### src/rtl/irq_src_pkg.sv
package irq_src_pkg;

    // Pair layout: bit 0 = presented (P), bit 1 = queued (Q)
    localparam logic [1:0] PQ_IDLE = 2'b00;
    localparam logic [1:0] PQ_PRES = 2'b01;

    // message trigger: old P shifts into Q, P is set
    function automatic logic [1:0] pq_msg_trig(input logic [1:0] pq);
        return {pq[0], 1'b1};
    endfunction

    // message completion: Q shifts into P, Q clears
    function automatic logic [1:0] pq_msg_eoi(input logic [1:0] pq);
        return {1'b0, pq[1]};
    endfunction

endpackage

### src/rtl/irq_src_arb.sv
module irq_src_arb #(
    parameter int N     = 16,
    parameter int IDX_W = 4
) (
    input  logic [N-1:0]     req,
    output logic             gnt_any,
    output logic [IDX_W-1:0] gnt_idx
);
    // lowest set index wins
    always_comb begin
        gnt_any = 1'b0;
        gnt_idx = '0;
        for (int i = N - 1; i >= 0; i--) begin
            if (req[i]) begin
                gnt_any = 1'b1;
                gnt_idx = IDX_W'(i);
            end
        end
    end
endmodule

### src/rtl/irq_src_rsnd.sv
module irq_src_rsnd #(
    parameter int NUM_SRV = 4,
    parameter int SRV_W   = 2
) (
    input  logic               clk,
    input  logic               rst_n,
    input  logic [NUM_SRV-1:0] set_vec,
    input  logic               clr_valid,
    input  logic [SRV_W-1:0]   clr_srv,
    output logic [NUM_SRV-1:0] req
);
    logic [NUM_SRV-1:0] req_d, req_q;

    always_comb begin
        req_d = req_q;
        if (clr_valid) req_d[clr_srv] = 1'b0;
        req_d = req_d | set_vec;  // a new reject wins over a clear
    end

    always_ff @(posedge clk) begin
        if (!rst_n) req_q <= '0;
        else        req_q <= req_d;
    end

    assign req = req_q;
endmodule

### src/rtl/irq_src_ctrl.sv
module irq_src_ctrl
    import irq_src_pkg::*;
#(
    parameter int NUM_SRC = 16,
    parameter int NUM_SRV = 4,
    parameter int PRIO_W  = 8,
    localparam int IDX_W  = (NUM_SRC > 1) ? $clog2(NUM_SRC) : 1,
    localparam int SRV_W  = (NUM_SRV > 1) ? $clog2(NUM_SRV) : 1
) (
    input  logic               clk,
    input  logic               rst_n,
    input  logic               cfg_we,
    input  logic [IDX_W-1:0]   cfg_idx,
    input  logic [SRV_W-1:0]   cfg_srv,
    input  logic [PRIO_W-1:0]  cfg_prio,
    input  logic               cfg_lvl,
    input  logic               trig_valid,
    input  logic [IDX_W-1:0]   trig_idx,
    input  logic               trig_lvl,
    input  logic               eoi_valid,
    input  logic [IDX_W-1:0]   eoi_idx,
    input  logic               rsp_valid,
    input  logic               rsp_rej,
    input  logic [IDX_W-1:0]   rsp_idx,
    input  logic               scan_valid,
    input  logic [SRV_W-1:0]   scan_srv,
    output logic [NUM_SRV-1:0] resend_req,
    output logic               dlv_valid,
    input  logic               dlv_ready,
    output logic [IDX_W-1:0]   dlv_idx,
    output logic [PRIO_W-1:0]  dlv_prio,
    output logic [SRV_W-1:0]   dlv_srv
);
    localparam logic [PRIO_W-1:0] PRIO_OFF = '1;

    typedef struct packed {
        logic [SRV_W-1:0]  srv;
        logic [PRIO_W-1:0] prio;
        logic              lvl;
        logic [1:0]        pq;
        logic              rsnd;   // retry needed after reject
        logic              mpend;  // arrived while masked
        logic              dq;     // waiting for the output stage
    } ent_t;

    typedef struct packed {
        ent_t [NUM_SRC-1:0] ent;
        logic               busy;
        logic [IDX_W-1:0]   oidx;
        logic [PRIO_W-1:0]  oprio;
        logic [SRV_W-1:0]   osrv;
    } st_t;

    st_t st_d, st_q;

    logic [NUM_SRC-1:0] elig;
    logic               gnt_any;
    logic [IDX_W-1:0]   gnt_idx;
    logic [NUM_SRV-1:0] rsnd_set;
    logic [1:0]         pq_tmp;

    // only waiting, unmasked sources compete for the output stage
    always_comb begin
        for (int i = 0; i < NUM_SRC; i++) begin
            elig[i] = st_q.ent[i].dq && (st_q.ent[i].prio != PRIO_OFF);
        end
    end

    irq_src_arb #(.N(NUM_SRC), .IDX_W(IDX_W)) u_arb (
        .req     (elig),
        .gnt_any (gnt_any),
        .gnt_idx (gnt_idx)
    );

    always_comb begin
        st_d     = st_q;
        rsnd_set = '0;
        pq_tmp   = PQ_IDLE;

        // load the output stage first, so a same-cycle event re-arms dq
        if (!st_q.busy && gnt_any) begin
            st_d.busy               = 1'b1;
            st_d.oidx               = gnt_idx;
            st_d.oprio              = st_q.ent[gnt_idx].prio;
            st_d.osrv               = st_q.ent[gnt_idx].srv;
            st_d.ent[gnt_idx].dq    = 1'b0;
            st_d.ent[gnt_idx].rsnd  = 1'b0;
        end

        // configuration write; unmasking releases a kept interrupt
        if (cfg_we) begin
            st_d.ent[cfg_idx].srv  = cfg_srv;
            st_d.ent[cfg_idx].prio = cfg_prio;
            st_d.ent[cfg_idx].lvl  = cfg_lvl;
            if (cfg_prio != PRIO_OFF && st_d.ent[cfg_idx].mpend) begin
                st_d.ent[cfg_idx].mpend = 1'b0;
                st_d.ent[cfg_idx].dq    = 1'b1;
            end
        end

        // source trigger
        if (trig_valid) begin
            if (st_d.ent[trig_idx].lvl) begin
                if (trig_lvl && !st_d.ent[trig_idx].pq[0]) begin
                    st_d.ent[trig_idx].dq = 1'b1;
                end
                st_d.ent[trig_idx].pq[0] = trig_lvl;
            end else begin
                pq_tmp = pq_msg_trig(st_d.ent[trig_idx].pq);
                st_d.ent[trig_idx].pq = pq_tmp;
                if (pq_tmp == PQ_PRES) st_d.ent[trig_idx].dq = 1'b1;
            end
        end

        // end of interrupt
        if (eoi_valid) begin
            if (st_d.ent[eoi_idx].lvl) begin
                if (st_d.ent[eoi_idx].pq[0]) st_d.ent[eoi_idx].dq = 1'b1;
            end else begin
                pq_tmp = pq_msg_eoi(st_d.ent[eoi_idx].pq);
                st_d.ent[eoi_idx].pq = pq_tmp;
                if (pq_tmp[0]) st_d.ent[eoi_idx].dq = 1'b1;
            end
        end

        // reject from the presentation side
        if (rsp_valid && rsp_rej) begin
            st_d.ent[rsp_idx].rsnd       = 1'b1;
            rsnd_set[st_d.ent[rsp_idx].srv] = 1'b1;
        end

        // resend scan: flag cleared before the new attempt
        if (scan_valid) begin
            for (int i = 0; i < NUM_SRC; i++) begin
                if (st_d.ent[i].rsnd && !(rsp_valid && rsp_rej && rsp_idx == IDX_W'(i))) begin
                    st_d.ent[i].rsnd = 1'b0;
                    st_d.ent[i].dq   = 1'b1;
                end
            end
        end

        // handshake completion
        if (st_q.busy && dlv_ready) st_d.busy = 1'b0;

        // masked sources keep their interrupt instead of presenting it
        for (int i = 0; i < NUM_SRC; i++) begin
            if (st_d.ent[i].dq && st_d.ent[i].prio == PRIO_OFF) begin
                st_d.ent[i].dq    = 1'b0;
                st_d.ent[i].mpend = 1'b1;
            end
        end
    end

    always_ff @(posedge clk) begin
        if (!rst_n) begin
            st_q <= '0;
            for (int i = 0; i < NUM_SRC; i++) begin
                st_q.ent[i].prio <= PRIO_OFF;
            end
        end else begin
            st_q <= st_d;
        end
    end

    irq_src_rsnd #(.NUM_SRV(NUM_SRV), .SRV_W(SRV_W)) u_rsnd (
        .clk       (clk),
        .rst_n     (rst_n),
        .set_vec   (rsnd_set),
        .clr_valid (scan_valid),
        .clr_srv   (scan_srv),
        .req       (resend_req)
    );

    assign dlv_valid = st_q.busy;
    assign dlv_idx   = st_q.oidx;
    assign dlv_prio  = st_q.oprio;
    assign dlv_srv   = st_q.osrv;

endmodule

### config.mk
export PLATFORM = sky130hd
export DESIGN_NAME = irq_src_ctrl
export DESIGN_NICKNAME = d
export VERILOG_FILES = /design/src/rtl/irq_src_pkg.sv /design/src/rtl/irq_src_arb.sv /design/src/rtl/irq_src_rsnd.sv /design/src/rtl/irq_src_ctrl.sv
export SDC_FILE = /design/constraint.sdc
export NUM_CORES = 1
export LEC_CHECK = 0
export BUFFER_PORTS_ARGS = -buffer_cell sky130_fd_sc_hd__buf_2
export CORE_MARGIN = 2
export CORE_UTILIZATION = 30
export DETAILED_ROUTE_END_ITERATION = 12
export PLACE_DENSITY = 0.52
export SYNTH_ARGS = -nofsm -noshare
export SYNTH_HDL_FRONTEND = slang
export SYNTH_SLANG_ARGS = --single-unit
### constraint.sdc
create_clock -name clk -period 3.8 [get_ports clk]
set_input_delay 0.95 -clock clk [delete_from_list [all_inputs] [get_ports clk]]
set_output_delay 0.95 -clock clk [all_outputs]
set_load 0.02 [all_outputs]
======== After elaboration in Yosys (flattened, before gate mapping) ========
Index checks and enable logic that the tools add are counted.
operators by class
  $lt $le $gt $ge ......................... 14
  equal/unequal tests ..................... 48
  mux-type cells .......................... 183
  bitwise logic cells ..................... 4
  reduce and logical (&&, ||, !) cells .... 112
operators with widths
  kind                  number
  $bwmux W256           15
  $mux W256             13
  $demux W16 S4         13
  $bmux W16 S4          5
  $mux W271             1
  $ne A8 B8 Y1 const B  17
  $eq A8 B8 Y1 const B  16
  $mux W1               86
  $logic_and A1 B1 Y1   76
  $mux W4               19
  $mux W16              3
  $mux W2               18
  $reduce_or A2 Y1      17
  $eq A4 B4 Y1 const B  8
  $lt A4 B5 Y1 const B  5
  $ge A4 B1 Y1 const B  5
  $logic_not A1 Y1      18
  $mux W6               3
  $eq A4 B3 Y1 const B  4
  $mux W14              1
  $mux W5               2
  $eq A4 B2 Y1 const B  2
  $lt A2 B3 Y1 const B  2
  $mux W3               2
  other kinds (8)       10
word-level totals
  flip-flop bits (word level) ............. 275
  input bits .............................. 39
  output and inout port bits .............. 19
  logic and storage cells ................. 478

======== Logic depth before layout (Yosys ltp) ========
Gate-level depths: netlist of run 1.
  depth after elaboration ................. 59
  mapped depth ............................ 16
  mapped depth without buffers ............ 12

======== Modules after synthesis ========
A second synthesis of run 1 with hierarchy kept.
second synthesis, totals
  cell total of the unflattened synthesis .. 1978
  area, all modules ....................... 15318.4 um^2
by module, submodules not included
  module        times used  cells each  area each (um^2)  seq. area each (um^2)
  irq_src_ctrl  1           1928        14984.4           5425.2
  irq_src_arb   1           33          178.9             0.0
  irq_src_rsnd  1           17          155.1             80.1

======== Worst setup path after synthesis of run 1 ========
No wires, ideal clock.
  path type ............................... input-to-reg
  start point ............................. input port cfg_idx[0]
  end point ............................... register st_q[144] (netlist name)
  setup time .............................. 117 ps
  arrival ................................. 3875 ps
  data required time ...................... 3683 ps
  slack ................................... -193 ps
  stages on the path ...................... 16
  buffers on the path ..................... 4
  cell sequence ........................... buf_6 -> and3b_1 -> buf_2 -> and2_4 -> mux2i_1 -> a32o_1 -> or3_1 -> buf_2 -> and3_1 -> or4_1 -> nand3_1 -> o211ai_2 -> nand3_2 -> buf_6 -> o21ai_1 -> a32o_1
between the ends
  longest elaborated chain between the ends .. 31
  elaborated cells between the ends (all ways) .. 53
  classes of those cells .................. order compare: 2; eq/ne: 1; mux: 44; reduce/logical: 6
ends and longest elaborated chain
  what                           RTL line             source
  from (decl)                    irq_src_ctrl.sv:13   input logic [IDX_W-1:0] cfg_idx,
  $demux W16 S4                  irq_src_ctrl.sv:92   st_d.ent[cfg_idx].srv = cfg_srv;
  $bwmux W256                    irq_src_ctrl.sv:92
  $bwmux W256                    irq_src_ctrl.sv:93   st_d.ent[cfg_idx].prio = cfg_prio;
  $bwmux W256                    irq_src_ctrl.sv:94   st_d.ent[cfg_idx].lvl = cfg_lvl;
  $bmux W16 S4                   irq_src_ctrl.sv:95   if (cfg_prio != PRIO_OFF && st_d.ent[cfg_idx].mpend) begin
  $mux W2 (implied by the code)  irq_src_ctrl.sv:95
  $logic_and A1 B1 Y1            irq_src_ctrl.sv:95
  $mux W256 *                    irq_src_ctrl.sv:95
  [... 15 more ...]              n/a
  $mux W256 *                    irq_src_ctrl.sv:116  if (eoi_valid) begin
  $bwmux W256                    irq_src_ctrl.sv:128  st_d.ent[rsp_idx].rsnd = 1'b1;
  $mux W256 *                    irq_src_ctrl.sv:127  if (rsp_valid && rsp_rej) begin
  $logic_and A1 B1 Y1            irq_src_ctrl.sv:135  if (st_d.ent[i].rsnd && !(rsp_valid && rsp_rej && rsp_idx == IDX_W'(i))) begin
  $mux W1                        irq_src_ctrl.sv:135
  $mux W1                        irq_src_ctrl.sv:133  if (scan_valid) begin
  $logic_and A1 B1 Y1            irq_src_ctrl.sv:147  if (st_d.ent[i].dq && st_d.ent[i].prio == PRIO_OFF) begin
  $mux W2 *                      irq_src_ctrl.sv:147
  to (signal assigned)           irq_src_ctrl.sv:161  st_q <= st_d;
  to (decl)                      irq_src_ctrl.sv:54   st_t st_d, st_q;
Every way passes the cells marked *; elsewhere a longest branch is shown, timed or not. The select of a mux whose other input is x is not followed.
A chain may end at the register's enable or synchronous reset.

======== Worst setup path after layout of run 1 ========
  start point ............................. input port cfg_idx[2]
  end point ............................... register st_q[192] (netlist name)
Same word-level chain as after synthesis.

==> out/metrics.yaml, run 1 <==
number_of_antenna_violations_at_the_first_check_in_global_routing: 1
drt-initial-drc-count: 1565
hold_path_end: "st_q[141]"
reg2reg_slack_ps: 460
irDropWorstVdd_v: 0.000270
fmax_ghz: 0.272
async_flop_share_pct: 0
power.static_leakage_uw: 0.00808
min_path_type: "reg -> reg"
finClkSkew_ps: 29.0
routabilityCongestion: 0.972
wire_per_inst_um: 22.3
power_per_cell_area_mw_per_mm2: 400
antennaDiodeCount: 0
clock-root-buffer: "clkbuf_16"
cts_buffers: 35
slew_worst_pin_ps: 1010
synth_cell_type_count: 80
dpl.cell_count: 2805
synth_edf_count: 0
drt-total-wl_um: 64100
holdBufCountCts: 0
setup_total_negative_slack_ps: 0
critPathArrivalTime_ps: 4170
netlist_top_cells_area: "dfxtp_1 37%, nand2_1 11%, nand3_1 6.1%"
most_frequent_cells_in_the_layout: "432 x nand2_1, 275 x dfxtp_1, 258 x buf_4"
postLayoutCoreUtil_pct: 38.1
regToRegEndpoint: "dlv_prio[5]"
final_common_cell: "nand2_1"
finalNetCount: 2220
cts_num_sinks: 275
core_region_area_mm2: 0.0492
avgViaCountPerCell: 5.56
globalRouteTotalUtil_pct: 24.5
critPathCaptureType: "register"
reg2reg_depth: 11
report.final.slew_viol_count: 0
syn-instance-count: 1994
cts_tree: "done"
criticalPathCategory: "in -> reg"
grt_overflow: 0
numPortBuffers: 57
std_cell_rows: 81
grt_first_pass_wirelength_um: 95100
grt_setup_unrepaired: "false"
design.die.area_mm2: 0.0517
timing.rr.start: "st_q[117]"
hold_depth: 2
die-height_um: 227
h-tree-depth: 2
yosys_register_bits: 275
start_util_pct: 30.5
die_width_um: 227
remaining_drc_errors: 0
latest_clock_arrival_within_the_worst_skew_pair_ps: 570
final_cell_count_no_fill: 2870
via_count: 16000
finalCritPeriodShare_pct: 96.7
clk_path_buf_depth: 3
finalSetupViolCount: 0
synth.net_count: 2033
dominantRegCellSynth: "dfxtp_1"
synthesis.yosys.warnings: 0
required_ps: 4290
post-route-min-period_ps: 3670
slew_headroom_pct: 32.3
drive_above_1_share_pct: 21.0
syn-mean-instance-area_um2: 7.51
synth_top_area_cell: "dfxtp_1"
hold_start: "st_q[141]"
ant_nets: 0
drt_pre_antenna_iters: 6
result_of_the_run: "completed"
max_cap_viol_count: 0
clk_transition_reported_paths_ps: 60
synth.top_cell.area_share_pct: 36.8
synthToLayoutAreaGrowth_pct: 24.9
number_of_top_level_pins: 58
via_count_of_the_first_global_routing_pass: 15200
setup.worst_path.start_class: "primary input"
grt_max_degree: 82
filler_cell_count: 5121
report.final.hold_viol_count: 0
yosysSeqAreaShare_pct: 36.8
critPathMaxFanout: 9
dp.final_hpwl_um: 48500
post_synth_instance_area_mm2: 0.0150
## cells in the mapped netlist, types with 7 or more instances
library cell	instances
a211oi_1	9
o22ai_1	23
nor3_1	56
clkbuf_1	131
inv_1	7
o22a_1	16
buf_1	8
o21a_1	14
and3_1	21
nand2_1	432
nor2b_1	20
dfxtp_1	275
or2_2	9
mux2_2	17
buf_2	11
mux2i_1	88
a21oi_1	107
nor2_1	168
a31oi_1	27
nand2b_1	15
o21ai_1	15
nand3_1	183
o21ai_0	81
a221oi_1	10
mux4_2	17
buf_4	16
o211ai_1	29
a21boi_0	8
and2_1	14
nand4_1	37
o31ai_1	14
## logic make-up (layout without fill, tap and decap cells)
kind of cell	count (synthesis)	in the layout	share of synthesized area, %
xor gates and xnor gates	1	1	0.0585
DFF	275	275	36.8
AOI/OAI and AO/OA	418	418	18.1
buffers and inverters	178	390	5.05
and+or+nand+nor	999	999	30.3
muxes	123	123	9.79
## sequential cells by signal, summed over array words and instances (netlist names)
signal,cells
dlv_prio,8
u_rsnd.req,4
dlv_idx,4
dlv_srv,2
st_q,256
dlv_valid,1
## metrics by stage
step                      instance area, µm²  setup slack, ps  power (µW)  hold WS [ps]
after floorplan                        15000            -71.0        3580           439
final                                  18700              127        7490           476
after global placement                 17500             -445        4050           456
after CTS                              18600              123        7510           473
after detailed placement               17500             -471        4050           467
after global routing                   18700             12.4        7720           496
## per-layer routing
layer	vias up	part of all wire, %	GRT usage, %
li1	7475	-	-
met3	143	8.1	5.19
met2	704	44	38.5
met4	2	4.5	10.8
met5	-	0.012	0
met1	7645	43	32.4
## repair_timing
item	4_1_cts	5_1_grt
setup buffers	0	3
endpoints found under the hold margin	0	0
resized for setup	0	20
setup endpoints to repair	0	39
## worst max-delay path by stage
stage,start,to,cells past startpoint
final,cfg_idx[2],st_q[192],15
after global routing,cfg_we,st_q[207],14
after CTS,cfg_idx[1],st_q[192],16
after detailed placement,cfg_idx[1],st_q[192],16
after global placement,cfg_idx[1],st_q[192],15
after floorplan,cfg_idx[0],st_q[192],14
## power by group
group / internal (µW) / switching, µW
combinational: 388 / 648
sequential: 2940 / 47.7
clock: 2040 / 1410
total: 5380 / 2110
## final cells by class
| cell class | instances | area (µm²) | share of cell area (%) |
|---|---|---|---|
| Multi-Input combinational cell | 1541 | 8820 | 47.2 |
| Sequential cell | 275 | 5510 | 29.4 |
| Timing Repair Buffer | 318 | 2330 | 12.5 |
| Clock buffer | 51 | 996 | 5.33 |
| Tap cell | 664 | 831 | 4.44 |
| Clock inverter | 11 | 169 | 0.903 |
| Inverter | 10 | 42.5 | 0.227 |
## critical path, stage by stage
cell,delay [ps]
buf_4,150
and3_2,260
buf_4,150
a31o_2,230
o22ai_1,320
a211oi_2,110
a21o_1,240
a21oi_2,170
mux2i_1,110
a221o_1,340
o211ai_2,260
buf_4,150
nand2_1,70
or4_1,530
a21oi_2,130
(Power assumes the default switching activity.)
==> run 2: changes to the inputs <==
Settings changed: SYNTH_HIERARCHICAL set to 1.
==> run 2 against run 1 <==
  * Setup slack got worse by 13 ps
  * Non-clock buffer count fell by 7
  * Critical endpoint is now st_q[178]
  * Flip-flop and latch count did not move
  * Hold slack worse by 24 ps
  * Cell area grew 1.7%
  * Via count is 1.1% higher
  * Critical path depth shrank 1
  * First-iteration DRC count rose by 29%
  * Cell count is 1.0% lower
  * Global-route usage decreased by 0.46 points
  * Largest cell class unchanged
  * Clock power is 6.6% lower
==> out/metrics.yaml, run 2 <==
die_width_um: 230
synthMostInstantiatedCell: "nand2_1"
die-height_um: 230
post_synth_xor_area_fraction_pct: 0.229
cpLargestDelayFamily: "simple AND/OR/NAND/NOR gates"
latest_clock_arrival_within_the_worst_skew_pair_ps: 550
start_util_pct: 30.5
core_region_area_mm2: 0.0503
grt.met2_usage_pct: 36.2
filler_cell_count: 5216
drt-total-wl_um: 65000
report.final.hold_viol_count: 0
synth_cell_type_count: 87
timing.rr.start: "st_q[235]"
routabilityCongestion: 0.998
critPathMaxFanout: 16
compound_gate_fraction_of_synth_area_pct: 16.9
timing.critical_path.buf_inv: 4
min_path_type: "reg -> reg"
irDropWorstVdd_v: 0.000258
result_of_the_run: "completed"
synth.net_count: 2017
cts_num_sinks: 275
dominantRegCellSynth: "dfxtp_1"
setup.worst_path.start_class: "primary input"
finalSetupViolCount: 0
synthAdderAreaFrac_pct: 0
slew_headroom_pct: 29.1
power.internal_uw: 5200
number_of_top_level_pins: 58
power_per_cell_area_mw_per_mm2: 383
multi_input_comb_area_mm2: 0.00911
synthTopCellsByCount: "494 x nand2_1, 275 x dfxtp_1, 162 x nand3_1, 145 x nor2_1, 132 x clkbuf_1"
fraction_of_the_mapped_netlist_area_in_simple_logic_gates_pct: 30.6
hold_path_end: "dlv_prio[0]"
synth_top_area_cell: "dfxtp_1"
reg2reg_depth: 13
fmax_ghz: 0.271
power.combinational.fraction_pct: 14.6
dpl.cell_count: 2782
pwr-share-seq_pct: 41.2
syn-instance-count: 1978
power.net_switching_uw: 2090
numPortBuffers: 57
globalRouteMet3Util_pct: 3.63
critPathCaptureType: "register"
post-route-min-period_ps: 3690
hold_depth: 2
grt_max_degree: 184
remaining_drc_errors: 0
netlist_top_cells_area: "dfxtp_1 36%, nand2_1 12%, mux4_2 9.0%"
synth_edf_count: 0
most_frequent_cells_in_the_layout: "492 x nand2_1, 275 x dfxtp_1, 237 x buf_4"
async_flop_share_pct: 0
timing.hold.ws_ps: 452
h-tree-depth: 2
hold_start: "dlv_prio[0]"
crit_path_cell_trace: "buf_2 > or2_1 > buf_4 > o211ai_2 > o21ai_1 > or4_1 > buf_4 > a21oi_2 > mux2i_1 > a221o_1 > nor4_4 > buf_6 > nor2_1 > a311oi_1"
power.static_leakage_uw: 0.00761
reg2reg_slack_ps: 210
yosysSeqAreaShare_pct: 35.9
synthesis.yosys.warnings: 6
clock-root-buffer: "clkbuf_16"
finalNetCount: 2186
share_of_synthesized_area_spent_on_multiplexers_pct: 10.7
share_clk_of_total_power_pct: 44.3
dp.final_hpwl_um: 48400
via_count_of_the_first_global_routing_pass: 15100
regToRegEndpoint: "st_q[176]"
grt_setup_unrepaired: "true"
report.final.slew_viol_count: 0
ant_nets: 0
critical_path.max_stage_delay_ps: 480
drive_above_1_share_pct: 22.6
design.die.area_mm2: 0.0529
final_cell_count_no_fill: 2841
grt_most_used_layer: "met2"
seq_area_mm2: 0.00551
final_common_cell: "nand2_1"
clk_path_buf_depth: 3
met1_usage_pct: 34.7
antennaDiodeCount: 0
synthToLayoutAreaGrowth_pct: 24.2
switching_power_share_of_the_total_pct: 28.6
max_flop_register: "st_q"
syn-mean-instance-area_um2: 7.74
number_of_flip_flops_under_the_largest_register_name: 256
finClkSkew_ps: 21.1
criticalPathCategory: "in -> reg"
cts_tree: "done"
cts_buffers: 34
holdBufCountCts: 0
grt_first_pass_wirelength_um: 97400
via_count: 16100
globalRouteTotalUtil_pct: 24.1
max_cap_viol_count: 0
synth.top_cell.area_share_pct: 35.9
post_synth_instance_area_mm2: 0.0153
crit_path_frequent_cell: "buf_4"
slew_worst_pin_ps: 1060
wire_per_inst_um: 22.9
clk_transition_reported_paths_ps: 60
crit_slowest_cell: "or4_1"
avgViaCountPerCell: 5.68
synth_top_family_by_area: "simple AND/OR/NAND/NOR gates"
required_ps: 4230
critPathArrivalTime_ps: 4120
grt_overflow: 0
finalCritPeriodShare_pct: 97.0
drt-initial-drc-count: 2023
std_cell_rows: 82
yosys_register_bits: 275
drt_pre_antenna_iters: 6
number_of_antenna_violations_at_the_first_check_in_global_routing: 0
[run 2: changes by cell type after synthesis, moves of 17 or more]
cell | previous run | this run
mux4_2 | 17 | 61
nand2_1 | 432 | 494
nand3_1 | 183 | 162
inv_1 | 7 | 25
a21oi_1 | 107 | 125
o21ai_0 | 81 | 44
nor2_1 | 168 | 145
mux2i_1 | 88 | 18
nor3_1 | 56 | 39
[run 2: how the worst max path moves through the flow]
stage | end | start | slack (ps) | cells after the start
finish | st_q[178] | cfg_idx[3] | 110 | 14
global route | st_q[178] | trig_idx[0] | -40 | 13
CTS | st_q[224] | st_q[213] | 40 | 14
detailed placement | st_q[114] | cfg_idx[2] | -490 | 14
global placement | st_q[178] | cfg_idx[2] | -440 | 14
floorplan | st_q[176] | cfg_idx[2] | 2 | 12
[run 2: worst min-delay path: stages, from the launching register on]
cell and delay (ps):
dfxtp_1 300, nand2_1 50, a21oi_1 50
[run 2: layout make-up]
cell class | instances | share of cell area (%)
tap | 672 | 4.42
inverter | 25 | 0.500
timing repair buffer | 311 | 12.6
sequential | 275 | 28.9
multi-input combinational | 1500 | 47.9
clock inverter | 14 | 0.664
clock buffer | 44 | 5.04
[run 2: logic make-up (layout without fill, tap and decap cells)]
kind of cell    after synthesis  in the layout
buf+inv                     203            394
xor+xnor                      4              4
mux                          87             87
flops                       275            275
simple gates               1021           1021
compound gates              388            388
[run 2: repair_timing]
action,CTS,global route
setup endpoints to repair,6,27
cloned,0,0
resized for setup,1,12
buffers inserted,0,1
[run 2: metal layers]
metal,share of wire (%),routed length (µm)
met5,0,0
met4,3.5,2250
met3,8.5,5550
met2,43,27800
met1,45,29400
[run 2: power by group through the flow]
stage | clock (µW) | combinational [µW] | sequential (µW)
global placement | 0 | 1020 | 3060
floorplan | 0 | 570 | 3040
CTS | 3270 | 1030 | 3000
finish | 3230 | 1060 | 3000
detailed placement | 0 | 1030 | 3060
global route | 3380 | 1130 | 3000
[run 2: per-stage QoR]
stage / cell area, µm² / total power (µW) / worst slack, ps / util, % / TNS, ps
final: 19000 / 7290 / 113 / 37.8 / 0
after global routing: 19000 / 7510 / -37.5 / 37.8 / -37.5
after CTS: 19000 / 7300 / 42.5 / 37.7 / 0
after detailed placement: 17900 / 4090 / -490 / 35.6 / -16830
after global placement: 17900 / 4080 / -436 / 35.6 / -15540
after floorplan: 15400 / 3610 / 2.01 / - / 0
==> run 3: changes to the inputs <==
Settings changed: ABC_AREA set to 1, CTS_CLUSTER_SIZE set to 12.
==> run 3 against run 2 <==
  * Register-to-register slack better by 200 ps
  * Largest cell class unchanged
  * Via count decreased by 1.5%
  * Sequential share of layout area rose by 2.6 points
  * Die area fell by 3.7%
  * Critical endpoint is now st_q[175]
  * First-iteration DRC count decreased by 12%
  * Hold slack gained 13 ps
==> out/metrics.yaml, run 3 <==
critPathArrivalTime_ps: 3930
final_common_cell: "nand2_1"
drive_above_1_share_pct: 13.0
reg2reg_depth: 18
yosys_register_bits: 275
ant_nets: 0
clk_path_buf_depth: 3
critPathMaxFanout: 18
finalSetupViolCount: 0
start_util_pct: 30.2
syn-mean-instance-area_um2: 6.51
result_of_the_run: "completed"
core_region_area_mm2: 0.0487
synthMostInstantiatedCell: "nand2_1"
cp-startpoint: "cfg_we"
final_cell_count_no_fill: 3039
synth_cell_type_count: 47
power_per_cell_area_mw_per_mm2: 406
clk_transition_reported_paths_ps: 60
number_of_top_level_pins: 58
cts_buffers: 35
h-tree-depth: 2
dominantRegCellSynth: "dfxtp_1"
report.final.hold_viol_count: 0
remaining_drc_errors: 0
drt_pre_antenna_iters: 7
die_width_um: 226
synth.top_cell.area_share_pct: 37.4
avgViaCountPerCell: 5.23
synth_top_area_cell: "dfxtp_1"
antennaDiodeCount: 0
synth_edf_count: 0
number_of_antenna_violations_at_the_first_check_in_global_routing: 0
max_cap_viol_count: 0
finalWorstSetupSlack_ps: 322
dpl_worst_slack_ps: -156
slew_worst_pin_ps: 1100
post_synth_instance_area_mm2: 0.0147
routabilityCongestion: 0.969
cts_num_sinks: 275
irDropWorstVdd_v: 0.000231
dp.final_hpwl_um: 44300
finalNetCount: 2394
synth.net_count: 2302
netlist_top_cells_area: "dfxtp_1 37%, nand2_1 17%, o21ai_0 6.0%"
via_count_of_the_first_global_routing_pass: 15000
dpl.cell_count: 2982
async_flop_share_pct: 0
via_count: 15900
power_uw: 7080
finClkSkew_ps: 21.2
most_frequent_cells_in_the_layout: "679 x nand2_1, 275 x dfxtp_1, 234 x nor2_1"
synthesis.yosys.warnings: 6
cts_tree: "done"
required_ps: 4250
max_flop_register: "st_q"
die-height_um: 226
finalCritPeriodShare_pct: 91.5
synthTopCellsByCount: "679 x nand2_1, 275 x dfxtp_1, 237 x nor2_1, 192 x inv_1, 178 x o21ai_0"
number_of_flip_flops_under_the_largest_register_name: 256
timing.rr.start: "st_q[248]"
std_cell_rows: 81
grt_overflow: 0
synthToLayoutAreaGrowth_pct: 18.3
drt-total-wl_um: 59700
power.static_leakage_uw: 0.00750
numPortBuffers: 57
criticalPathCategory: "in -> reg"
regToRegEndpoint: "st_q[159]"
report.final.slew_viol_count: 0
slew_headroom_pct: 26.5
critPathCaptureType: "register"
latest_clock_arrival_within_the_worst_skew_pair_ps: 560
grt_max_degree: 78
clock-root-buffer: "clkbuf_16"
wire_per_inst_um: 19.6
yosysSeqAreaShare_pct: 37.4
drt-initial-drc-count: 1772
timing.hold.ws_ps: 466
post-route-min-period_ps: 3480
setup_total_negative_slack_ps: 0
critical_path.endpoint: "st_q[175]"
grt_setup_unrepaired: "false"
globalRouteTotalUtil_pct: 23.3
reg2reg_slack_ps: 410
fmax_ghz: 0.287
holdBufCountCts: 0
setup.worst_path.start_class: "primary input"
syn-instance-count: 2263
design.die.area_mm2: 0.0509
grt_first_pass_wirelength_um: 89300
min_path_type: "reg -> reg"
## run 3: cell types whose count changed after synthesis, sizes merged, moves of 31 or more
cell	before	now
nand2	494	684
clkbuf	132	96
a22oi	2	47
o21ai	64	191
nor2	146	254
nor2b	31	0
inv	25	206
mux4	61	0
a21oi	126	72
## run 3: worst max-delay path, stage by stage
cell	delay [ps]
buf_2	240
nand3_2	250
nor2_4	190
nand2_1	80
nand3_1	110
nand2_1	90
o21ai_0	170
nand2_1	100
nor2_2	200
buf_12	180
o21ai_0	120
nand2_1	80
nand2_1	50
o21ai_1	260
nand2_1	110
o21bai_2	220
buf_12	180
nand3_1	70
nand2_1	90
nor3b_1	190
## run 3: power breakdown
group	switching, µW	internal [µW]	total [µW]
Combinational	604	282	885
Sequential	40.7	2950	2990
Clock	1370	1840	3200
## run 3: layout make-up
class / instances / area, µm²
Timing Repair Buffer: 180 / 1350
Clock inverter: 12 / 104
Fill cell: 5311 / 31300
Sequential cell: 275 / 5510
Inverter: 210 / 791
Tap cell: 664 / 831
Clock buffer: 45 / 953
Multi-Input combinational cell: 1653 / 7900
## run 3: repair_timing
item / in CTS / in global routing
setup buffers: 0 / 0
endpoints found under the setup margin: 0 / 10
resized for setup: 0 / 1
## run 3: worst min path at each step
stage	startpoint	depth (start not counted)	end	slack [ps]
after CTS	st_q[243]	2	st_q[243]	470
after floorplan	st_q[81]	2	st_q[81]	440
after global placement	st_q[81]	2	st_q[81]	450
after detailed placement	st_q[243]	2	st_q[243]	460
final	u_rsnd/req[1]	2	u_rsnd/req[1]	470
after global routing	st_q[19]	2	st_q[19]	490
## run 3: stage by stage
| stage | utilization, % | area [µm²] |
|---|---|---|
| 2_1_floorplan | - | 14700 |
| 3_3_place_gp | 33.6 | 16400 |
| 4_1_cts | 35.8 | 17400 |
| 6_report | 35.8 | 17400 |
| 3_5_place_dp | 33.6 | 16400 |
| 5_1_grt | 35.8 | 17400 |
## run 3: cell families after synthesis
kind of cell	Yosys count	synth area share [%]
buffers and inverters	335	9.13
flip-flops	275	37.4
AND/OR/NAND/NOR	1222	35.7
AO/OA/AOI/OAI	431	17.9
## run 3: per-layer routing
| metal | share of wire [%] | GRT usage (%) |
|---|---|---|
| met5 | 0 | 0 |
| met4 | 4.7 | 11.0 |
| met3 | 7.5 | 4.83 |
| met2 | 45 | 37.4 |
| met1 | 43 | 30.0 |
